==> src/rtl/crtc_pkg.sv <==
package crtc_pkg;
  localparam int REG_W     = 8;
  localparam int CHAR_PIX  = 8;
  localparam int CHAR_BITS = $clog2(CHAR_PIX);
  localparam int HCH_W     = REG_W + 1;            // biased total reaches 260
  localparam int X_W       = HCH_W + CHAR_BITS;
  localparam int Y_W       = REG_W + 3;            // 10-bit field plus bias

  typedef struct packed {
    logic [HCH_W-1:0] hTotal;   // characters per line
    logic [HCH_W-1:0] hDisp;    // active characters
    logic [HCH_W-1:0] hSyncOn;  // position + 1
    logic [HCH_W-1:0] hSyncOff; // position + 1
    logic [Y_W-1:0]   vTotal;   // lines per frame
    logic [Y_W-1:0]   vDisp;    // active lines
  } crtcGeom_t;

  typedef struct packed {
    logic pixStep;
    logic charEnd;
    logic lineWrap;
    logic frameWrap;
  } crtcStrobe_t;
endpackage

==> src/rtl/crtc_geom_decode.sv <==
module crtc_geom_decode
  import crtc_pkg::*;
#(
  parameter bit VT_HIGH_FROM_EXT = 1'b0
) (
  input  logic [REG_W-1:0] regHTotal,
  input  logic [REG_W-1:0] regHDispEnd,
  input  logic [REG_W-1:0] regHSyncStart,
  input  logic [REG_W-1:0] regHSyncEnd,
  input  logic [REG_W-1:0] regVTotal,
  input  logic [REG_W-1:0] regVDispEnd,
  input  logic [REG_W-1:0] regOverflow,
  input  logic [REG_W-1:0] regExt,
  output crtcGeom_t        geom
);
  logic [1:0] vtHigh;
  logic       unusedBits;

  generate
    if (VT_HIGH_FROM_EXT) begin : g_vtFromExt
      assign vtHigh     = regExt[7:6];
      assign unusedBits = ^{regExt[5:0], regOverflow[7], regOverflow[5],
                            regOverflow[4:2], regOverflow[0]};
    end else begin : g_vtFromOverflow
      assign vtHigh     = {regOverflow[5], regOverflow[0]};
      assign unusedBits = ^{regExt, regOverflow[7], regOverflow[4:2]};
    end
  endgenerate

  always_comb begin
    geom.hTotal   = {1'b0, regHTotal} + HCH_W'(5);
    geom.hDisp    = {1'b0, regHDispEnd} + HCH_W'(1);
    geom.hSyncOn  = {1'b0, regHSyncStart};
    geom.hSyncOff = {1'b0, regHSyncEnd};
    geom.vTotal   = {1'b0, vtHigh, regVTotal} + Y_W'(2);
    geom.vDisp    = {1'b0, regOverflow[6], regOverflow[1], regVDispEnd} + Y_W'(1);
  end
endmodule

==> src/rtl/crtc_ctrl.sv <==
module crtc_ctrl
  import crtc_pkg::*;
(
  input  logic                 pixEn,
  input  logic [CHAR_BITS-1:0] subPix,
  input  logic [HCH_W-1:0]     charCnt,
  input  logic [Y_W-1:0]       lineCnt,
  input  crtcGeom_t            geom,
  output crtcStrobe_t          strobe
);
  logic lastChar;
  logic lastLine;

  always_comb begin
    lastChar         = charCnt >= (geom.hTotal - HCH_W'(1));
    lastLine         = lineCnt >= (geom.vTotal - Y_W'(1));
    strobe.pixStep   = pixEn;
    strobe.charEnd   = pixEn && (subPix == CHAR_BITS'(CHAR_PIX - 1));
    strobe.lineWrap  = strobe.charEnd && lastChar;
    strobe.frameWrap = strobe.lineWrap && lastLine;
  end
endmodule

==> src/rtl/crtc_dp.sv <==
module crtc_dp
  import crtc_pkg::*;
#(
  parameter int VSYNC_DELAY = 1,
  parameter int VSYNC_LINES = 2
) (
  input  logic                 clk,
  input  logic                 rstN,
  input  crtcStrobe_t          strobe,
  input  crtcGeom_t            geom,
  output logic [CHAR_BITS-1:0] subPix,
  output logic [HCH_W-1:0]     charCnt,
  output logic [Y_W-1:0]       lineCnt,
  output logic                 hSync,
  output logic                 vSync,
  output logic                 activeVideo,
  output logic [X_W-1:0]       pixX,
  output logic [Y_W-1:0]       lineY
);
  logic [HCH_W:0] charPlusOne;
  logic [Y_W:0]   vsOn;
  logic [Y_W:0]   vsOff;

  always_ff @(posedge clk or negedge rstN) begin
    if (!rstN) begin
      subPix  <= '0;
      charCnt <= '0;
      lineCnt <= '0;
    end else if (strobe.pixStep) begin
      if (strobe.charEnd) begin
        subPix  <= '0;
        charCnt <= strobe.lineWrap ? '0 : charCnt + HCH_W'(1);
      end else begin
        subPix <= subPix + CHAR_BITS'(1);
      end
      if (strobe.frameWrap)     lineCnt <= '0;
      else if (strobe.lineWrap) lineCnt <= lineCnt + Y_W'(1);
    end
  end

  always_comb begin
    charPlusOne = {1'b0, charCnt} + (HCH_W+1)'(1);
    vsOn        = {1'b0, geom.vDisp} + (Y_W+1)'(VSYNC_DELAY);
    vsOff       = vsOn + (Y_W+1)'(VSYNC_LINES);
    pixX        = {charCnt, subPix};
    lineY       = lineCnt;
    activeVideo = (charCnt < geom.hDisp) && (lineCnt < geom.vDisp);
    hSync       = (charPlusOne >= {1'b0, geom.hSyncOn}) &&
                  (charPlusOne <  {1'b0, geom.hSyncOff});
    vSync       = ({1'b0, lineCnt} >= vsOn) && ({1'b0, lineCnt} < vsOff);
  end

  AST_HOLD_IDLE: assert property (@(posedge clk) disable iff (!rstN)
    !strobe.pixStep |=> $stable(subPix) && $stable(charCnt) && $stable(lineCnt));
  AST_PIXEL_STEP: assert property (@(posedge clk) disable iff (!rstN)
    strobe.pixStep && !strobe.charEnd |=>
      (subPix == $past(subPix) + CHAR_BITS'(1)) && $stable(charCnt) && $stable(lineCnt));
  AST_LINE_ADVANCE: assert property (@(posedge clk) disable iff (!rstN)
    strobe.lineWrap && !strobe.frameWrap |=>
      (lineCnt == $past(lineCnt) + Y_W'(1)) && (charCnt == '0) && (subPix == '0));
  AST_FRAME_START: assert property (@(posedge clk) disable iff (!rstN)
    strobe.frameWrap |=> (charCnt == '0) && (subPix == '0) && (lineCnt == '0));
endmodule

==> src/rtl/crtc_timing_gen.sv <==
module crtc_timing_gen
  import crtc_pkg::*;
#(
  parameter int VSYNC_DELAY      = 1,
  parameter int VSYNC_LINES      = 2,
  parameter bit VT_HIGH_FROM_EXT = 1'b0
) (
  input  logic             clk,
  input  logic             rstN,
  input  logic             pixEn,
  input  logic [REG_W-1:0] regHTotal,
  input  logic [REG_W-1:0] regHDispEnd,
  input  logic [REG_W-1:0] regHSyncStart,
  input  logic [REG_W-1:0] regHSyncEnd,
  input  logic [REG_W-1:0] regVTotal,
  input  logic [REG_W-1:0] regVDispEnd,
  input  logic [REG_W-1:0] regOverflow,
  input  logic [REG_W-1:0] regExt,
  output logic             hSync,
  output logic             vSync,
  output logic             activeVideo,
  output logic [X_W-1:0]   pixX,
  output logic [Y_W-1:0]   lineY
);
  crtcGeom_t            geom;
  crtcStrobe_t          strobe;
  logic [CHAR_BITS-1:0] subPix;
  logic [HCH_W-1:0]     charCnt;
  logic [Y_W-1:0]       lineCnt;

  crtc_geom_decode #(.VT_HIGH_FROM_EXT(VT_HIGH_FROM_EXT)) u_decode (
    .regHTotal(regHTotal), .regHDispEnd(regHDispEnd),
    .regHSyncStart(regHSyncStart), .regHSyncEnd(regHSyncEnd),
    .regVTotal(regVTotal), .regVDispEnd(regVDispEnd),
    .regOverflow(regOverflow), .regExt(regExt), .geom(geom)
  );

  crtc_ctrl u_ctrl (
    .pixEn(pixEn), .subPix(subPix), .charCnt(charCnt),
    .lineCnt(lineCnt), .geom(geom), .strobe(strobe)
  );

  crtc_dp #(.VSYNC_DELAY(VSYNC_DELAY), .VSYNC_LINES(VSYNC_LINES)) u_dp (
    .clk(clk), .rstN(rstN), .strobe(strobe), .geom(geom),
    .subPix(subPix), .charCnt(charCnt), .lineCnt(lineCnt),
    .hSync(hSync), .vSync(vSync), .activeVideo(activeVideo),
    .pixX(pixX), .lineY(lineY)
  );
endmodule

==> config.mk <==
export PLATFORM = sky130hd
export DESIGN_NAME = crtc_timing_gen
export DESIGN_NICKNAME = d
export VERILOG_FILES = /design/src/rtl/crtc_pkg.sv /design/src/rtl/crtc_geom_decode.sv /design/src/rtl/crtc_ctrl.sv /design/src/rtl/crtc_dp.sv /design/src/rtl/crtc_timing_gen.sv
export SDC_FILE = /design/constraint.sdc
export NUM_CORES = 1
export LEC_CHECK = 0
export ABC_CLOCK_PERIOD_IN_PS = 10830
export BUFFER_PORTS_ARGS = -buffer_cell sky130_fd_sc_hd__buf_2
export CAP_MARGIN = 20
export CORE_UTILIZATION = 51
export CTS_BUF_LIST = sky130_fd_sc_hd__clkbuf_16
export CTS_CLUSTER_SIZE = 16
export DETAILED_ROUTE_END_ITERATION = 16
export MAX_ROUTING_LAYER = met4
export PLACE_DENSITY_LB_ADDON = 0.3
export SLEW_MARGIN = 20
export SYNTH_ARGS = -nofsm -noshare
export SYNTH_HDL_FRONTEND = slang
export SYNTH_SLANG_ARGS = --single-unit
==> constraint.sdc <==
create_clock -name clk -period 10.83 [get_ports clk]
set_input_delay 2.166 -clock clk [delete_from_list [all_inputs] [get_ports clk]]
set_output_delay 2.166 -clock clk [all_outputs]
set_load 0.1 [all_outputs]
==> summary.md, run 1 <==
| Metric | Value |
|---|---|
| Status | `completed` |
| Fraction of layout cells with a size suffix above 1 | `19.6%` |
| Mean Syn Cell Area | `8.40 µm²` |
| # setup viols final | `0` |
| Finished Layout Cells | `630` |
| Slew @ Worst Pin | `0.647 ns` |
| Total Wirelength | `8.53 mm` |
| Synth Register Bits | `23` |
| DRC | `0` |
| Num CTS Buffers | `3` |
| Post-CTS sizing | `0` |
| Post-synth top cells | `ha_1, o21ai_0, inv_1` |
| Fillers | `689` |
| Synth area leader | `ha_1` |
| Synth Net Count | `608` |
| GR Util met3 | `3.05%` |
| Post-synth top area share | `26.6%` |
| Full die area | `0.00791 mm²` |
| Tot Pwr | `0.000495 W` |
| Multi-input gate area | `0.00306 mm²` |
| Rows | `31` |
| Met1 Use GR | `25.2%` |
| Setup total negative slack | `0 ns` |
| Last weighted congestion value of the routability-driven placer | `0.776` |
| Critical path startpoint category | `input port` |
| Count leader, synth | `ha_1` |
| Post-layout util | `59.9%` |
| Hold buffer count at cts | `0` |
| MaxCap Viol Count | `0` |
| CTS root buf | `clkbuf_16` |
| Starting density of the core | `52.9%` |
| DP Wirelength | `7.10 mm` |
| Peak supply drop | `0.0546 mV` |
| Vias in the first global route | `3324` |
| Hold Vio Cnt, Final | `0` |
| EDFF count, synth | `0` |
| I/O pins | `93` |
| Synth async-reset ratio | `100%` |
| CTS tree | `done` |
| Total track usage | `22.6%` |
| CP Class | `input port to primary output` |
| Die H | `88.9 µm` |
| H-tree lvl count | `1` |
| Post-route clock period utilization | `77.2%` |
| Antenna violations before repair | `0` |
| Clock skew | `0.000793 ns` |
| Die width | `88.9 µm` |
| ANT cells | `0` |
| Maximum clock rate | `0.120 GHz` |
| Worst setup EP type | `primary output` |
| CTS max path bufs | `2` |
| DR iter-0 viols | `111` |
| Clock Latency Late Sink | `0.26 ns` |
| Top cells by area, synth | `ha_1, dfrtp_1, xor2_1` |
| Main flop type after synthesis | `dfrtp_1` |
| Grt met2 use | `43.0%` |
| Worst setup margin | `2.47 ns` |
| Min Tclk post-route | `8.36 ns` |
| DR pass1 iterations | `4` |
| Pre-CTS setup slack | `2.44 ns` |
| R2R Setup Slk | `7.85 ns` |
| Largest net degree at the start of global routing | `24` |
| Synth Warn # | `0` |
| Post-synthesis sequential area ratio | `14.9%` |
| Data required, critical path | `8.66 ns` |
| Worst slew margin | `56.8%` |
| P per Cell Area | `113 mW/mm²` |
| Mapped cell area | `0.00385 mm²` |
| Core ar. | `0.00729 mm²` |
| Vias per cell | `5.60` |
| Placed cells | `626` |
| Global-route wire length before repair | `14.0 mm` |
| Via Count | `3530` |
| Mapped Cells | `459` |
| Area growth from synthesis to layout | `13.3%` |
| RSZ-0062 raised after global routing | `false` |
| Clk sinks | `23` |
| Final-stage net count | `681` |
| Cell variety after synth | `59` |
| Worst path arrival time | `6.20 ns` |
| Worst hold path type | `flip-flop to flip-flop` |
| Remaining Overflow, GRT | `0` |
| I/O Buffers | `80` |
| Register Area | `576 µm²` |
| Leak pwr | `2.24 nW` |
| Routed WL per cell | `13.5 µm` |
| ANT nets after route | `0` |
| Max Transition Viols Final | `0` |
| GR peak layer | `met2` |
| Post-CTS setup buffer count | `0` |
| Critical-path maximum fanout | `11` |
| Clock transition at path regs | `0.06 ns` |
path summary, 6_finish.rpt:
kind,endpoint,cells after the start,startpoint
worst max-delay path,vSync,16,regVDispEnd[0]
worst max register to register,u_dp.lineCnt[7],10,u_dp.charCnt[0]
worst min-delay path,u_dp.subPix[1],1,u_dp.subPix[1]
worst min register to register,u_dp.subPix[1],1,u_dp.subPix[1]
min in group asynchronous,u_dp.charCnt[4],1,rstN
max in group asynchronous,u_dp.lineCnt[0],1,rstN
registers in the layout (all words and copies together), names as in the netlist:
| register | flops |
|---|---|
| u_dp.lineCnt | 11 |
| u_dp.charCnt | 9 |
| u_dp.subPix | 3 |
cell usage in the layout, fill, tap and decap left out, types with 2 or more instances in the layout:
master and n:
nand2b_1 7, o21ai_0 40, xnor2_4 2, inv_1 33
a21oi_2 3, a21boi_0 5, nand2_1 32, nor4b_1 2
xnor2_1 20, buf_2 80, xor2_1 24, a2111oi_0 2
o211ai_1 5, o31ai_1 2, nor2_1 23, and2_1 2
dfrtp_1 23, or3_1 2, and4_1 2, nand3_1 28
nor2b_1 14, and3_1 12, a21oi_1 16, a211o_1 2
mux2_2 4, a211oi_1 3, a22o_1 9, o21a_1 12
ha_1 82, nor3_1 3, nand4_1 8, a31oi_1 2
clkbuf_16 3
logic make-up (layout without fill, tap and decap cells):
family,Yosys count,after routing,synth area share (%)
adders and majority gates,84,84,27.2
buffers and inverters,45,117,5.58
and+or+nand+nor,146,146,20.4
xor gates and xnor gates,48,48,12.3
muxes,4,4,1.17
AOI/OAI and AO/OA,109,109,18.5
DFF,23,23,14.9
report_power, final:
part | leakage, nW | switching, W | total [W] | internal (W)
clock network | 0.0409 | 0.0000313 | 0.0000810 | 0.0000497
registers | 0.305 | 0.0000235 | 0.000122 | 0.0000988
logic | 1.90 | 0.000196 | 0.000291 | 0.0000952
total | 2.24 | 0.000251 | 0.000495 | 0.000244
worst max-delay path: stages:
cell,delay (ns)
buf_2,0.22
ha_1,0.52
nand3_1,0.24
nor3b_1,0.24
o311ai_1,0.19
or3_1,0.40
a21oi_2,0.24
xnor2_1,0.15
ha_1,0.26
nor2b_1,0.13
o21ai_0,0.15
nand2b_1,0.07
a2111oi_0,0.46
o31ai_1,0.16
a21oi_2,0.15
buf_2,0.44
per-stage QoR:
stage	cell area, µm²	hold WS (ns)
after floorplan	3850	0.975
after global placement	4290	0.520
after detailed placement	4290	0.523
after CTS	4370	0.537
after global routing	4370	0.552
final	4370	0.533
final cells by class:
class,instances,area share (%)
timing repair buffer,80,9.17
tap,99,2.84
clock inverter,1,0.115
clock buffer,3,1.72
inverter,33,2.84
sequential,23,13.2
multi-input combinational,391,70.2
per-layer routing:
| metal | vias up | part of all wire, % |
|---|---|---|
| met5 | - | 0 |
| met4 | 0 | 1.2 |
| met3 | 12 | 3.7 |
| met2 | 76 | 51 |
| met1 | 1638 | 44 |
| li1 | 1804 | - |
No activity file was read; power rests on OpenSTA's default activity.
==> run 2: changes to the inputs <==
- ABC_AREA: unset -> 1
- ABC_CLOCK_PERIOD_IN_PS: 10830 -> 7150
- CORE_UTILIZATION: 51 -> 50
- clock period: 10.83 -> 7.15 ns (I/O delays scaled with it)
==> run 2 against run 1 <==
Sequential cell count is the same; cell area up 1.1%; critical path depth up 4.
==> summary.md, run 2 <==
| Metric | Value |
|---|---|
| Critical path startpoint category | `input port` |
| Synth async-reset ratio | `100%` |
| Remaining Overflow, GRT | `0` |
| Leak pwr | `2.42 nW` |
| Main flop type after synthesis | `dfrtp_1` |
| Largest net degree at the start of global routing | `24` |
| Mean Syn Cell Area | `7.08 µm²` |
| R2R Setup Slk | `4.76 ns` |
| Hold Worst Slack | `0.512 ns` |
| Full die area | `0.00799 mm²` |
| Worst path arrival time | `4.74 ns` |
| DR pass1 iterations | `4` |
| Tot Pwr | `0.00146 W` |
| Total track usage | `23.0%` |
| CP max-delay cell | `buf_2` |
| Vias per cell | `5.34` |
| Final-stage net count | `771` |
| DR iter-0 viols | `97` |
| Clock transition at path regs | `0.06 ns` |
| Synth Register Bits | `23` |
| Peak supply drop | `0.240 mV` |
| Routed WL per cell | `12.3 µm` |
| Hold buffer count at cts | `0` |
| Post-CTS setup buffer count | `0` |
| Cell variety after synth | `43` |
| I/O pins | `93` |
| Starting density of the core | `52.1%` |
| # setup viols final | `0` |
| EDFF count, synth | `0` |
| Regs by FF count | `u_dp.lineCnt: 11 flops, u_dp.charCnt: 9 flops, u_dp.subPix: 3 flops` |
| Clock Latency Late Sink | `0.26 ns` |
| Post-route clock period utilization | `86.3%` |
| ANT nets after route | `0` |
| Total Wirelength | `8.89 mm` |
| Setup total negative slack | `0 ns` |
| Post-synthesis sequential area ratio | `15.1%` |
| Worst slew margin | `66.6%` |
| Top reg by flops | `u_dp.lineCnt` |
| Crit-path max cell delay | `0.45 ns` |
| Mapped cell area | `0.00382 mm²` |
| Die H | `89.4 µm` |
| Commonest cells after routing, fill and taps aside | `nand2_1, ha_1, buf_2, inv_1, nand3_1` |
| Post-synthesis adder-cell area fraction | `26.9%` |
| Area growth from synthesis to layout | `15.6%` |
| Max Transition Viols Final | `0` |
| P per Cell Area | `330 mW/mm²` |
| Met1 Use GR | `29.2%` |
| Last weighted congestion value of the routability-driven placer | `0.893` |
| Grt met2 use | `40.5%` |
| Critical-path maximum fanout | `7` |
| Synth Warn # | `0` |
| Synth area leader | `ha_1` |
| Core ar. | `0.00733 mm²` |
| Global-route wire length before repair | `14.3 mm` |
| GR peak layer | `met2` |
| Slew @ Worst Pin | `0.494 ns` |
| Simple-Gate Fraction of Synth Area | `27.6%` |
| Largest family of logic cells by synthesized area | `simple AND/OR/NAND/NOR gates` |
| Finished Layout Cells | `720` |
| Fraction of layout cells with a size suffix above 1 | `17.4%` |
| Compound-cell area share of the yosys netlist | `12.6%` |
| Status | `completed` |
| CTS root buf | `clkbuf_16` |
| GR Util met3 | `0.831%` |
| Post-synth top area share | `26.9%` |
| MaxCap Viol Count | `0` |
| Num CTS Buffers | `3` |
| Worst hold path type | `flip-flop to flip-flop` |
| Max FFs per register | `11` |
| Count leader, synth | `nand2_1` |
| Data required, critical path | `5.72 ns` |
| Rows | `31` |
| Clk sinks | `23` |
| H-tree lvl count | `1` |
| DP Wirelength | `7.60 mm` |
| Worst setup EP type | `primary output` |
| Hold Vio Cnt, Final | `0` |
| Via Count | `3848` |
| Most common cell after layout, fill and taps aside | `nand2_1` |
| Post-CTS sizing | `0` |
| Vias in the first global route | `3446` |
| ANT cells | `0` |
| DRC | `0` |
| CTS max path bufs | `2` |
| Antenna violations before repair | `0` |
| Post-Synth XOR/XNOR Area | `9.08%` |
| Clock skew | `0.00361 ns` |
| RSZ-0062 raised after global routing | `false` |
| Top cells by area, synth | `ha_1, dfrtp_1, nand2_1` |
| Synth Net Count | `688` |
| CP Cell Sequence | `buf_2 -> inv_1 -> ha_1 -> or2_1 -> nor2_1 -> nand2_1 -> nor2_4 -> xnor2_2 -> inv_2 -> nor2_1 -> nand2_1 -> nor2_1 -> nand2_1 -> xor2_1 -> ha_1 -> a21o_1 -> a21oi_1 -> o311ai_0 -> a21oi_2 -> buf_2` |
| Multiplexer share of the synthesized area | `0.295%` |
| Placed cells | `716` |
| Post-synth top cells | `nand2_1, ha_1, inv_1` |
| Mapped Cells | `539` |
| Die width | `89.4 µm` |
| CTS tree | `done` |
| I/O Buffers | `80` |
| Min Tclk post-route | `6.17 ns` |
| CP Class | `input port to primary output` |
| Maximum clock rate | `0.162 GHz` |
-- run 2: path summary, 6_finish.rpt --
kind	startpoint	cells after the start	end
setup / recovery	regVDispEnd[0]	20	vSync
hold / removal	u_dp.subPix[0]	1	u_dp.subPix[0]
setup reg to reg	u_dp.charCnt[5]	8	u_dp.lineCnt[10]
hold reg to reg	u_dp.subPix[0]	1	u_dp.subPix[0]
max in group asynchronous	rstN	1	u_dp.charCnt[0]
min in group asynchronous	rstN	1	u_dp.charCnt[8]
-- run 2: per-stage QoR --
stage / area (µm²) / util [%] / setup slack, ns
floorplan: 3820 / - / 1.19
global placement: 4340 / 59.1 / 1.09
detailed placement: 4340 / 59.1 / 1.01
CTS: 4410 / 60.2 / 0.991
global route: 4410 / 60.2 / 0.801
finish: 4410 / 60.2 / 0.976
-- run 2: final cells by class --
type                       count  area (µm²)
multi-input combinational    430        2920
fill                         676        2920
sequential                    23         576
timing repair buffer          80         400
inverter                      84         315
tap                           99         124
clock buffer                   3        75.1
clock inverter                 1        3.75
-- run 2: cell families after synthesis --
group                    after synthesis
buffers and inverters                 86
AND/OR/NAND/NOR                      228
flip-flops                            23
XOR/XNOR                              37
adder cells (fa/ha/maj)               82
AO/OA/AOI/OAI                         82
multiplexers                           1
-- run 2: report_power, final --
part	switching [W]	total, W	internal [W]
Clock	0.0000464	0.000121	0.0000747
Combinational	0.000780	0.00106	0.000283
Sequential	0.0000972	0.000274	0.000177
Total	0.000923	0.00146	0.000535
-- run 2: worst max-delay path, delay by kind of cell --
| kind | cells | cell delay [ns] |
|---|---|---|
| AO/OA/AOI/OAI | 4 | 0.62 |
| XOR/XNOR | 2 | 0.31 |
| adder cells (fa/ha/maj) | 2 | 0.64 |
| buffers and inverters | 4 | 0.74 |
| AND/OR/NAND/NOR | 8 | 1.00 |
-- run 2: metal layers --
layer	vias up	wire length, µm
met5	-	0
met4	0	114
met3	12	246
met2	82	4360
met1	1757	4170
li1	1997	-
